--- src/rtl/dac_bus_slave.sv ---
module dac_bus_slave #(
  parameter logic [6:0] ADDR_BASE = 7'h30
) (
  input  logic       clk,
  input  logic       rst_n,
  input  logic       scl_in,
  input  logic       sda_in,
  input  logic [1:0] strap,
  output logic       sda_pull,
  output logic [7:0] dac_code,
  output logic       shutdown
);
  typedef enum logic [2:0] {IDLE, ADDR, ACK_A, DATA, ACK_D, DONE} st_t;

  function automatic logic maj(input logic [2:0] h);
    return (h[0] & h[1]) | (h[1] & h[2]) | (h[0] & h[2]);
  endfunction

  logic [1:0] sy1, sy2, flt, flt_d;
  logic [2:0] h_scl, h_sda;

  always_ff @(posedge clk or negedge rst_n)
    if (!rst_n) begin
      sy1 <= '1; sy2 <= '1; h_scl <= '1; h_sda <= '1; flt <= '1; flt_d <= '1;
    end else begin
      sy1   <= {scl_in, sda_in};
      sy2   <= sy1;
      h_scl <= {h_scl[1:0], sy2[1]};
      h_sda <= {h_sda[1:0], sy2[0]};
      flt   <= {maj(h_scl), maj(h_sda)};
      flt_d <= flt;
    end

  wire scl_hi   = flt[1] & flt_d[1];
  wire start_ev = scl_hi & flt_d[0] & ~flt[0];
  wire stop_ev  = scl_hi & ~flt_d[0] & flt[0];
  wire scl_rise = flt[1] & ~flt_d[1];
  wire scl_fall = ~flt[1] & flt_d[1];
  wire [6:0] my_addr = {ADDR_BASE[6:2], ADDR_BASE[1:0] + strap};

  st_t        st;
  logic [7:0] shreg, pend_code;
  logic [3:0] bitcnt;
  logic       rd, pend;

  always_ff @(posedge clk or negedge rst_n)
    if (!rst_n) begin
      st <= IDLE; shreg <= '0; bitcnt <= '0; rd <= 1'b0; pend <= 1'b0;
      pend_code <= '0; sda_pull <= 1'b0; dac_code <= '0; shutdown <= 1'b0;
    end else if (start_ev) begin
      st <= ADDR; bitcnt <= '0; pend <= 1'b0; sda_pull <= 1'b0;
    end else if (stop_ev) begin
      st <= IDLE; pend <= 1'b0; sda_pull <= 1'b0;
      if (pend) begin
        shutdown <= rd;
        if (!rd) dac_code <= pend_code;
      end
    end else if (scl_rise && (st == ADDR || st == DATA) && bitcnt != 4'd8) begin
      shreg  <= {shreg[6:0], flt[0]};
      bitcnt <= bitcnt + 4'd1;
    end else if (scl_fall) begin
      case (st)
        ADDR: if (bitcnt == 4'd8) begin
          if (shreg[7:1] == my_addr && shreg[7:1] != 7'd0) begin
            st <= ACK_A; rd <= shreg[0]; sda_pull <= 1'b1;
          end else st <= IDLE;
        end
        ACK_A: begin st <= DATA; bitcnt <= '0; sda_pull <= 1'b0; end
        DATA: if (bitcnt == 4'd8) begin
          st <= ACK_D; pend_code <= shreg; sda_pull <= 1'b1;
        end
        ACK_D: begin st <= DONE; sda_pull <= 1'b0; pend <= 1'b1; end
        default: ;
      endcase
    end

  a_r6_code_only_at_stop: assert property (@(posedge clk) disable iff (!rst_n)
    !$stable(dac_code) |-> $past(stop_ev));
  a_r4_flag_only_at_stop: assert property (@(posedge clk) disable iff (!rst_n)
    !$stable(shutdown) |-> $past(stop_ev));
  a_r7_code_needs_write: assert property (@(posedge clk) disable iff (!rst_n)
    !$stable(dac_code) |-> !shutdown);
  a_r2_pull_in_ack: assert property (@(posedge clk) disable iff (!rst_n)
    sda_pull |-> (st == ACK_A || st == ACK_D));
  a_r6_start_cancels: assert property (@(posedge clk) disable iff (!rst_n)
    start_ev |=> !pend);
  a_r8_no_pull_extra: assert property (@(posedge clk) disable iff (!rst_n)
    st == DONE |-> !sda_pull);
endmodule

--- config.mk ---
export PLATFORM = sky130hd
export DESIGN_NAME = dac_bus_slave
export DESIGN_NICKNAME = d
export VERILOG_FILES = /design/src/rtl/dac_bus_slave.sv
export SDC_FILE = /design/constraint.sdc
export NUM_CORES = 1
export LEC_CHECK = 0
export BUFFER_PORTS_ARGS = -buffer_cell sky130_fd_sc_hd__buf_2
export CORE_ASPECT_RATIO = 1.25
export CORE_MARGIN = 10
export CORE_UTILIZATION = 52
export DETAILED_ROUTE_END_ITERATION = 10
export GPL_TIMING_DRIVEN = 0
export PLACE_DENSITY = 0.74
export SYNTH_ARGS = -nofsm -noshare
export SYNTH_HDL_FRONTEND = slang
export SYNTH_SLANG_ARGS = --single-unit
--- constraint.sdc ---
create_clock -name clk -period 1.73 [get_ports clk]
set_input_delay 0.173 -clock clk [delete_from_list [all_inputs] [get_ports clk]]
set_output_delay 0.173 -clock clk [all_outputs]
set_load 0.05 [all_outputs]
# After elaboration in Yosys (flattened, before gate mapping)
# Cells that the tools add are included.
[classes]
add_sub_neg = 1
n_eq_ne = 12
muxes = 26
bitwise_logic = 25
reduce_logical = 21
[op_table]
columns = ["op", "count"]
rows = [
  ["two-way mux 4 bit", 5],
  ["two-way mux 3 bit", 6],
  ["AND 1 bit", 13],
  ["two-way mux 1 bit", 12],
  ["!= test 4 x 3 -> 1 bit (second input constant)", 3],
  ["one-hot mux 3 bit (4 select lines)", 1],
  ["AND reduction 3 bit", 4],
  ["AND reduction 6 bit", 2],
  ["nonzero test 3 bit", 4],
  ["inverter 1 bit", 8],
  ["equality test 7 x 6 -> 1 bit", 1],
  ["AND reduction 7 bit", 1],
  ["nonzero test 7 bit", 1],
  ["equality test 3 x 2 -> 1 bit (second input constant)", 2],
  ["nonzero test 6 bit", 1],
  ["AND reduction 5 bit", 1],
  ["nonzero test 5 bit", 1],
  ["adder 4 x 1 -> 4 bit (second input constant)", 1],
  ["equality test 4 bit (second input constant)", 1],
  ["!= test 4 bit (second input constant)", 1],
  ["OR 1 bit", 4],
  ["AND reduction 4 bit", 1],
  ["equality test 3 x 1 -> 1 bit (second input constant)", 1],
  ["equality test 3 bit (second input constant)", 1],
  ["other kinds (7)", 9],
]
[totals]
register_bits = 49
in_bits = 6

# Logic depth before layout (Yosys ltp)
# Gate-level depths: netlist of the first run.
[logic_depth]
ltp_word = 9
depth_mapped = 6
mapped_depth_nobuf = 6

# Least setup slack after synthesis of the first run
# Ideal clock, no wire load.
[synth_timing]
kind = "flip-flop to flip-flop"
from = "register flt[1]"
to = "register dac_code[0]"
setup_time_ps = 125
t_arrival_ps = 1763
t_required_ps = 1605
slack_ps = -158
stages_incl_launch_ff = 6
n_path_buf = 1
path_cell_list = "dfstp_2 -> clkbuf_2 -> inv_1 -> or4_4 -> nor2_8 -> mux2_2"
[synth_between]
elab_chain_cells = 5
[synth_lines]
columns = ["element", "line_no", "source"]
rows = [
  ["from (decl)", "19", "logic [1:0] sy1, sy2, flt, flt_d;"],
  ["from (signal assigned)", "30", "flt <= {maj(h_scl), maj(h_sda)};"],
  ["AND 1 bit (*)", "34", "wire scl_hi = flt[1] & flt_d[1];"],
  ["AND 1 bit (2 in series)", "35", "wire start_ev = scl_hi & flt_d[0] & ~flt[0];"],
  ["inverter 1 bit (no line)", "n/a", ""],
  ["AND reduction 4 bit (no line) (*)", "n/a", ""],
  ["to (signal assigned)", "56", "if (!rd) dac_code <= pend_code;"],
  ["to (decl)", "10", "output logic [7:0] dac_code,"],
]
# Mark *: on every way between the ends. The rest lies on a longest branch, timed or not.
# A chain may end at the register's enable or synchronous reset.

# Worst setup path after layout of the first run
[layout_timing]
from = "register flt_d[1]"
to = "register dac_code[1]"
[layout_between]
elab_chain_cells = 5
[layout_lines]
columns = ["element", "line_no", "source"]
rows = [
  ["from (decl)", "19", ""],
  ["from (signal assigned)", "31", "flt_d <= flt;"],
  ["AND 1 bit (*)", "34", ""],
  ["AND 1 bit (2 in series)", "35", ""],
  ["inverter 1 bit (no line)", "n/a", ""],
  ["AND reduction 4 bit (no line) (*)", "n/a", ""],
]
# Marked as above.

==> metrics, run 1 <==
status=complete, but fails checks; failing checks=negative setup slack; Seq. cell area=1240 µm²; Final Hold Vio Count=0; post-synth cell types=38; Post-DP HPWL=2140 µm; Port Buffers=15; Synth-to-Final Area Change=21.6%; area leader, netlist=dfrtp_1; Final Max Slew Viols=0; Die Ht=88.9 µm; Worst EP arrival=2040 ps; Synth top area share=44.3%; Max IR drop VDD=0.682 mV; Core Rows=25; r2r startpoint=flt_d[1]; TNS Setup=-1720 ps; CP Class=reg -> reg; filler instances=275; Setup Skew=15.4 ps; Wirelength per Cell=17.1 µm; Top FF cell, synth=dfrtp_1; RSZ-0062 raised after global routing=yes; total vias in the final route=1224; Final WS setup=-130 ps; final WL=3710 µm; CORE AREA=3720 µm²; final net count=184; setup violators final=22; Clock Latency Late Sink=300 ps; PD cells=884 nW/µm²; CTS tree=built; Antenna Cells=0; Leakage=1.15 nW; first-pass GRT wire length=6160 µm; root buf cell=clkbuf_8; H-Tree Depth=2; Slew @ Worst Pin=1020 ps; EDFF count, synth=0; GRT Util Overall=12.3%; Worst Setup Start Kind=flop; R2R cell count=4; Syn Area/Cell=14.3 µm²; total grt overflow=0; Tcrit/Tclk final=107%; vias per inst=5.64; Max-Cap Viols=0; type of the worst min-delay path=in -> async; Async SR Flop Fraction=100%; Max FO, Critical Path=8; Sink Count=49; Slew HR=31.7%; largest net degree at the start of global routing=50; clock slew at reported path FFs=90 ps; synth top area cells=dfrtp_1 (44%), dfstp_2 (19%), mux2_2 (15%), xor2_1 (1.8%), ha_1 (1.3%); initial antenna violation count=0; total power=2.13 mW; Final Core Density=64.6%; die area=6680 µm²; drt initial violations=67; DR pass1 iterations=4; most frequent cells in the layout=dfrtp_1 (35), mux2_2 (24), buf_2 (16); Reg2Reg Setup Slack=-130 ps; total I/O pin count=16; Placed Cells=193; layout cell share with drive strength beyond 1=52.0%; cell count after synthesis=138; fin crit period=1860 ps; Post-Layout Cell Count=217; CP Data Required Time=1910 ps; Seq cells post-synth=49; Reg2Reg Capture Point=dac_code[1]; Syn Nets=146; final antenna-violating net count=0; commonest non-fill, non-tap cell in the layout=dfrtp_1; Worst setup EP type=flop; post-synth design cell area=1980 µm²; Chip Width=75.2 µm; Num CTS Buffers=5; placer congestion estimate=0.860; FMAX=538 MHz; vias in the first global route=1311; CTS max path bufs=2; initial core utilization=53.1%; multi-input logic area=774 µm²; yosys warns=0; Seq/Total Area, Yosys=62.9%; Post-route DRC=0
## worst max path at each step
stage	start	cells past startpoint	endpoint
final	flt_d[1]	4	dac_code[1]
after global routing	flt_d[1]	4	dac_code[1]
after CTS	flt[1]	5	dac_code[4]
after detailed placement	bitcnt[0]	6	pend_code[7]
after global placement	flt_d[1]	4	dac_code[1]
after floorplan	flt_d[1]	4	dac_code[0]
## registers in the layout, indices dropped and copies added, names as in the netlist, 3 cells and up
name and count:
h_scl 3, h_sda 3, bitcnt 4, dac_code 8, shreg 8, pend_code 8
st 3
## layout make-up
type | instances | area share, %
clock inverters | 1 | 0.208
multi-input cells | 83 | 32.2
clock buffers | 7 | 4.01
well taps | 40 | 2.08
flip-flops and latches | 49 | 51.7
inverters | 4 | 0.624
repair buffers | 31 | 8.32
plain buffers | 2 | 0.832
## worst max-delay path: stages (launching register included)
cell and delay [ps]:
dfstp_2 550, inv_2 50, or4_4 580, nor2_8 200
mux2_2 350
## logic make-up (layout without fill, tap and decap cells)
| logic type | Yosys count | in the layout | share of synthesized area, % |
|---|---|---|---|
| AOI/OAI and AO/OA | 16 | 16 | 5.32 |
| xor gates and xnor gates | 6 | 6 | 2.66 |
| adders and majority gates | 4 | 4 | 2.28 |
| buffers and inverters | 7 | 45 | 1.45 |
| DFF | 49 | 49 | 62.9 |
| muxes | 27 | 27 | 15.4 |
| and+or+nand+nor | 29 | 30 | 10.0 |
## cell usage after synthesis (all sizes together) (2+ instances only)
cell / number
mux2: 27
nand2: 4
a21oi: 3
xor2: 4
ha: 2
a21o: 2
dfrtp: 35
clkbuf: 2
xnor2: 2
inv: 4
nand4: 2
nand2b: 3
maj3: 2
nor2: 7
o21ai: 5
nor2b: 2
nand3b: 3
dfstp: 14
nor4b: 2
## layer usage
metal | GRT usage (%) | vias to the layer above | share of wire, % | routed length, µm
li1 | - | 565 | - | -
met1 | 13.1 | 622 | 39 | 1460
met2 | 20.5 | 29 | 54 | 2010
met3 | 4.22 | 8 | 3.9 | 145
met4 | 7.28 | 0 | 2.6 | 96
met5 | 0 | - | 0 | 0
## per-stage QoR
| stage | cell area (µm²) | hold WS (ps) | worst slack, ps |
|---|---|---|---|
| after floorplan | 1990 | -123 | -86.3 |
| after global placement | 2110 | 279 | -179 |
| after detailed placement | 2110 | 281 | -230 |
| after CTS | 2350 | 72.3 | -117 |
| after global routing | 2400 | 116 | -182 |
| final | 2400 | 39.2 | -130 |
## what timing repair did
item | 4_1_cts | 5_1_grt
cloned | 1 | 0
hold buffers | 2 | 0
resized for setup | 8 | 8
hold endpoints to repair | 2 | 0
pin swaps | 2 | 4
setup endpoints to repair | 27 | 29
buffers inserted | 10 | 4
## where the power goes
part	internal, mW	switching [mW]
registers	1.20	0.0407
logic	0.0758	0.0809
clock network	0.362	0.363
Power figures use the tool's default switching activity.
==> inputs of run 2 (changes only) <==
CAP_MARGIN = 40   (was not set)
PLACE_DENSITY = 0.83   (was 0.74)
==> run 2 against run 1 <==
Net effect: the run still ends with negative setup slack left; global-route usage shrank 0.16 points; worst setup slack lost 56 ps; final cell count is the same; highest routed layer unchanged; flip-flop and latch count is the same; largest cell class unchanged; clock skew shrank 8.4 ps; register-to-register slack lost 60 ps; wire length grew 4.0%; count of clock-buffer cells in the layout shrank 1; clock power shrank 8.3%; via count grew 0.25%; die area is the same; first-iteration DRC count grew 27%.
==> metrics, run 2 (synthesis gave the netlist of run 1 again) <==
Post-DP HPWL=2430 µm; CORE AREA=3720 µm²; Chip Width=75.2 µm; Worst Setup Start Kind=flop; crit-path cells=clkbuf_8 -> inv_2 -> nor3_1 -> o21ai_0 -> a221oi_1; post-route cell area=2470 µm²; status=complete, but fails checks; Leakage=1.17 nW; r2r startpoint=flt[1]; Synth-to-Final Area Change=25.0%; Slew @ Worst Pin=644 ps; Sink Count=49; placer congestion estimate=0.892; Placed Cells=194; vias per inst=5.65; initial core utilization=53.1%; CP Class=reg -> reg; Port Buffers=15; slowest CP cell=dfstp_2; H-Tree Depth=2; total power=2.08 mW; CTS max path bufs=2; failing checks=negative setup slack; type of the worst min-delay path=in -> async; GRT Util Overall=12.1%; Largest regs=dac_code: 8 flops, pend_code: 8 flops, shreg: 8 flops; RSZ-0062 raised after global routing=yes; Reg2Reg Setup Slack=-190 ps; CP Data Required Time=1920 ps; Worst setup EP type=flop; critical path's largest stage delay=540 ps; total vias in the final route=1227; CTS tree=built; hold_ws=327 ps; drt initial violations=85; layout cell share with drive strength beyond 1=50.8%; Worst EP arrival=2100 ps; Die Ht=88.9 µm; Max-Cap Viols=0; Slew HR=56.8%; Wirelength per Cell=17.8 µm; first-pass GRT wire length=6290 µm; total I/O pin count=16; initial antenna violation count=0; Final WS setup=-186 ps; dpl ws=-276 ps; Setup Skew=7.00 ps; vias in the first global route=1354; Post-route DRC=0; setup violators final=22; commonest non-fill, non-tap cell in the layout=dfrtp_1; R2R cell count=5; Max IR drop VDD=0.537 mV; final antenna-violating net count=0; DP Area=2130 µm²; total grt overflow=0; clock slew at reported path FFs=80 ps; largest net degree at the start of global routing=35; Max FO, Critical Path=8; Core Rows=25; FMAX=522 MHz; Buf+Inv Stages, Crit Path=2; Antenna Cells=0; Tcrit/Tclk final=111%; crit path to=st[0]; filler instances=247; Final Hold Vio Count=0; Critical path origin=flt[1]; Final Max Slew Viols=0; fin crit period=1920 ps; PD cells=840 nW/µm²; Post-Layout Cell Count=217; final WL=3860 µm; Num CTS Buffers=5; most frequent cells in the layout=dfrtp_1 (35), buf_2 (16), mux2_2 (14), dfstp_2 (14), mux2_4 (13); Reg2Reg Capture Point=st[0]; Crit. path cell count=5; die area=6680 µm²; Clock Latency Late Sink=290 ps; CP delay by family, top=flip-flops; final net count=184; DR pass1 iterations=4; root buf cell=clkbuf_8
## run 2: cell count changes in the layout (fill, tap and decap cells not counted), sizes merged
cell / change
buf: -2
clkbuf: +1
clkinv: +1
dlygate4sd3: +1
nor2: -1
## run 2: through the flow
stage	setup TNS, ps	utilization (%)
floorplan	-690	-
finish	-2350	66.4
global route	-4220	66.4
global placement	-3380	56.7
detailed placement	-5920	57.2
CTS	-1980	63.4
## run 2: area by class of cell
class	instances	area, µm²	share of cell area [%]
Tap cell	40	50.0	2.03
Clock buffer	6	82.6	3.34
Clock inverter	2	8.76	0.354
Timing Repair Buffer	32	256	10.4
Multi-Input combinational cell	82	793	32.1
Sequential cell	49	1240	50.3
Inverter	4	17.5	0.709
Buffer	2	18.8	0.759
## run 2: worst min-delay path by stage
stage,start,end,depth (start not counted)
floorplan,rst_n,bitcnt[0],0
global placement,sda_in,sy1[0],1
detailed placement,rst_n,st[0],1
CTS,rst_n,sda_pull,2
global route,sy2[1],h_scl[0],0
finish,rst_n,sda_pull,2
## run 2: what timing repair did
item                                    CTS  global route
pin swaps                                 3             6
hold buffers                              3             0
endpoints found under the setup margin   30            29
hold endpoints to repair                 17             0
setup buffers                             7             5
resized for setup                        11            15
gates cloned                              0             1
## run 2: per-layer routing
| metal | routed length (µm) | track usage, % | vias up |
|---|---|---|---|
| met1 | 1530 | 13.5 | 636 |
| met3 | 177 | 4.33 | 4 |
| met5 | 0 | 0 | - |
| met2 | 2110 | 20.6 | 26 |
| met4 | 39 | 4.57 | 0 |
| li1 | - | - | 561 |
## run 2: power by group
| group | leakage [nW] | internal [mW] | switching [mW] |
|---|---|---|---|
| combinational | 0.489 | 0.0878 | 0.0747 |
| sequential | 0.635 | 1.20 | 0.0453 |
| clock | 0.0486 | 0.317 | 0.347 |
| total | 1.17 | 1.61 | 0.467 |
==> inputs of run 3 (changes only) <==
CORE_ASPECT_RATIO = not set   (was 1.25)
==> run 3 against run 2 <==
Net effect: the flow still finishes with violations (negative setup slack); global-route usage grew 0.11 points; critical path type unchanged; clock power fell by 0.6%; critical endpoint is now dac_code[3]; design area decreased by 3.8%; clock skew down 2.9 ps; maximum frequency increased by 3.4%; non-clock buffer count shrank 5; sequential power about the same; via count decreased by 2.4%; die area fell by 0.23%; sequential share of layout area rose by 2.0 points.
==> metrics, run 3 (synthesis gave the netlist of run 1 again) <==
filler instances=263; Final WS setup=-123 ps; drt initial violations=92; Reg2Reg Setup Slack=-120 ps; H-Tree Depth=2; CP Data Required Time=1920 ps; total power=2.06 mW; DP Area=2140 µm²; die area=6670 µm²; CTS max path bufs=2; failing checks=negative setup slack; critical path's largest stage delay=580 ps; CORE AREA=3660 µm²; Worst EP arrival=2050 ps; internal power=1.56 mW; total grt overflow=0; Final Max Slew Viols=0; Tcrit/Tclk final=107%; Sink Count=49; Placed Cells=202; placer congestion estimate=0.876; vias per inst=5.42; hold_ws=322 ps; CTS tree=built; crit-path cells=inv_2 -> or4_4 -> nor2_8 -> mux2_2; Largest regs=dac_code: 8 flops, pend_code: 8 flops, shreg: 8 flops; CP delay by family, top=simple AND/OR/NAND/NOR gates; Wirelength per Cell=16.4 µm; final net count=180; setup violators final=17; Clock Latency Late Sink=300 ps; Synth-to-Final Area Change=20.3%; Max FO, Critical Path=8; clock slew at reported path FFs=90 ps; clock network power share=32.1%; Core Rows=22; Switching Share=24.0%; final antenna-violating net count=0; Post-Layout Cell Count=221; RSZ-0062 raised after global routing=yes; total vias in the final route=1198; FMAX=540 MHz; commonest non-fill, non-tap cell in the layout=dfrtp_1; R2R cell count=4; layout cell share with drive strength beyond 1=49.7%; Die Ht=81.7 µm; post-route cell area=2380 µm²; Slew HR=68.8%; root buf cell=clkbuf_8; largest net degree at the start of global routing=34; Reg2Reg Capture Point=dac_code[3]; fin crit period=1850 ps; initial core utilization=54.0%; TNS Setup=-994 ps; PD cells=865 nW/µm²; Net Switching=0.493 mW; Antenna Cells=0; final WL=3630 µm; Slew @ Worst Pin=464 ps; Post-route DRC=0; slowest CP cell=or4_4; Buf+Inv Stages, Crit Path=1; Critical path origin=flt_d[1]; vias in the first global route=1317; Setup Skew=4.09 ps; Comb pwr share=7.4%; Num CTS Buffers=5; Worst setup EP type=flop; Port Buffers=15; Leakage=1.12 nW; sequential power share=60.6%; Final Hold Vio Count=0; status=complete, but fails checks; total I/O pin count=16; Final Core Density=64.9%; type of the worst min-delay path=in -> async; DR pass1 iterations=4; r2r startpoint=flt_d[1]; Chip Width=81.7 µm; first-pass GRT wire length=6220 µm; initial antenna violation count=0; most frequent cells in the layout=dfrtp_1 (35), mux2_2 (25), buf_2 (16); Max-Cap Viols=0; dpl ws=-235 ps; Worst Setup Start Kind=flop; Post-DP HPWL=2380 µm; Max IR drop VDD=0.629 mV; CP Class=reg -> reg; GRT Util Overall=12.2%
run 3: power groups by stage:
stage	logic [mW]	clock network [mW]	registers, mW
6_report	0.151	0.660	1.25
5_1_grt	0.166	0.738	1.26
4_1_cts	0.148	0.677	1.24
3_5_place_dp	0.114	0	1.27
3_3_place_gp	0.103	0	1.27
2_1_floorplan	0.0709	0	1.25
run 3: worst reg2reg max path, cell delays in order, from the launching register on:
cell and delay (ps):
dfstp_2 560, inv_2 40, or4_4 580, nor2_8 200, mux2_2 360
run 3: worst max-delay path by stage:
stage | slack (ps) | endpoint | cells past startpoint
global placement | -160 | dac_code[3] | 4
floorplan | -90 | dac_code[0] | 4
CTS | -120 | dac_code[0] | 4
detailed placement | -240 | pend_code[5] | 6
global route | -150 | dac_code[4] | 4
finish | -120 | dac_code[3] | 4
run 3: layer usage:
metal  vias to the layer above  share of wire (%)  global-route usage [%]
li1                        557                  -                       -
met1                       615                 43                    14.3
met2                        17                 51                    19.8
met3                         9                3.4                    3.71
met4                         0                2.0                    6.63
met5                         -                  0                       0
run 3: layout make-up:
type                       instances  area, µm²  area share, %
sequential                        49       1240           52.3
multi-input combinational         83        767           32.3
timing repair buffer              27        185           7.79
clock buffer                       6       72.6           3.05
tap                               48       60.1           2.53
buffer                             2       18.8          0.789
clock inverter                     2       15.0          0.632
inverter                           4       15.0          0.632
run 3: repair_timing:
action                                 4_1_cts  5_1_grt
setup endpoints to repair                   25       28
buffers inserted                             8        0
hold buffers                                 3        0
endpoints found under the hold margin        9        0
pin swaps                                    3        1
resized for setup                           10        3
gates cloned                                 1        0
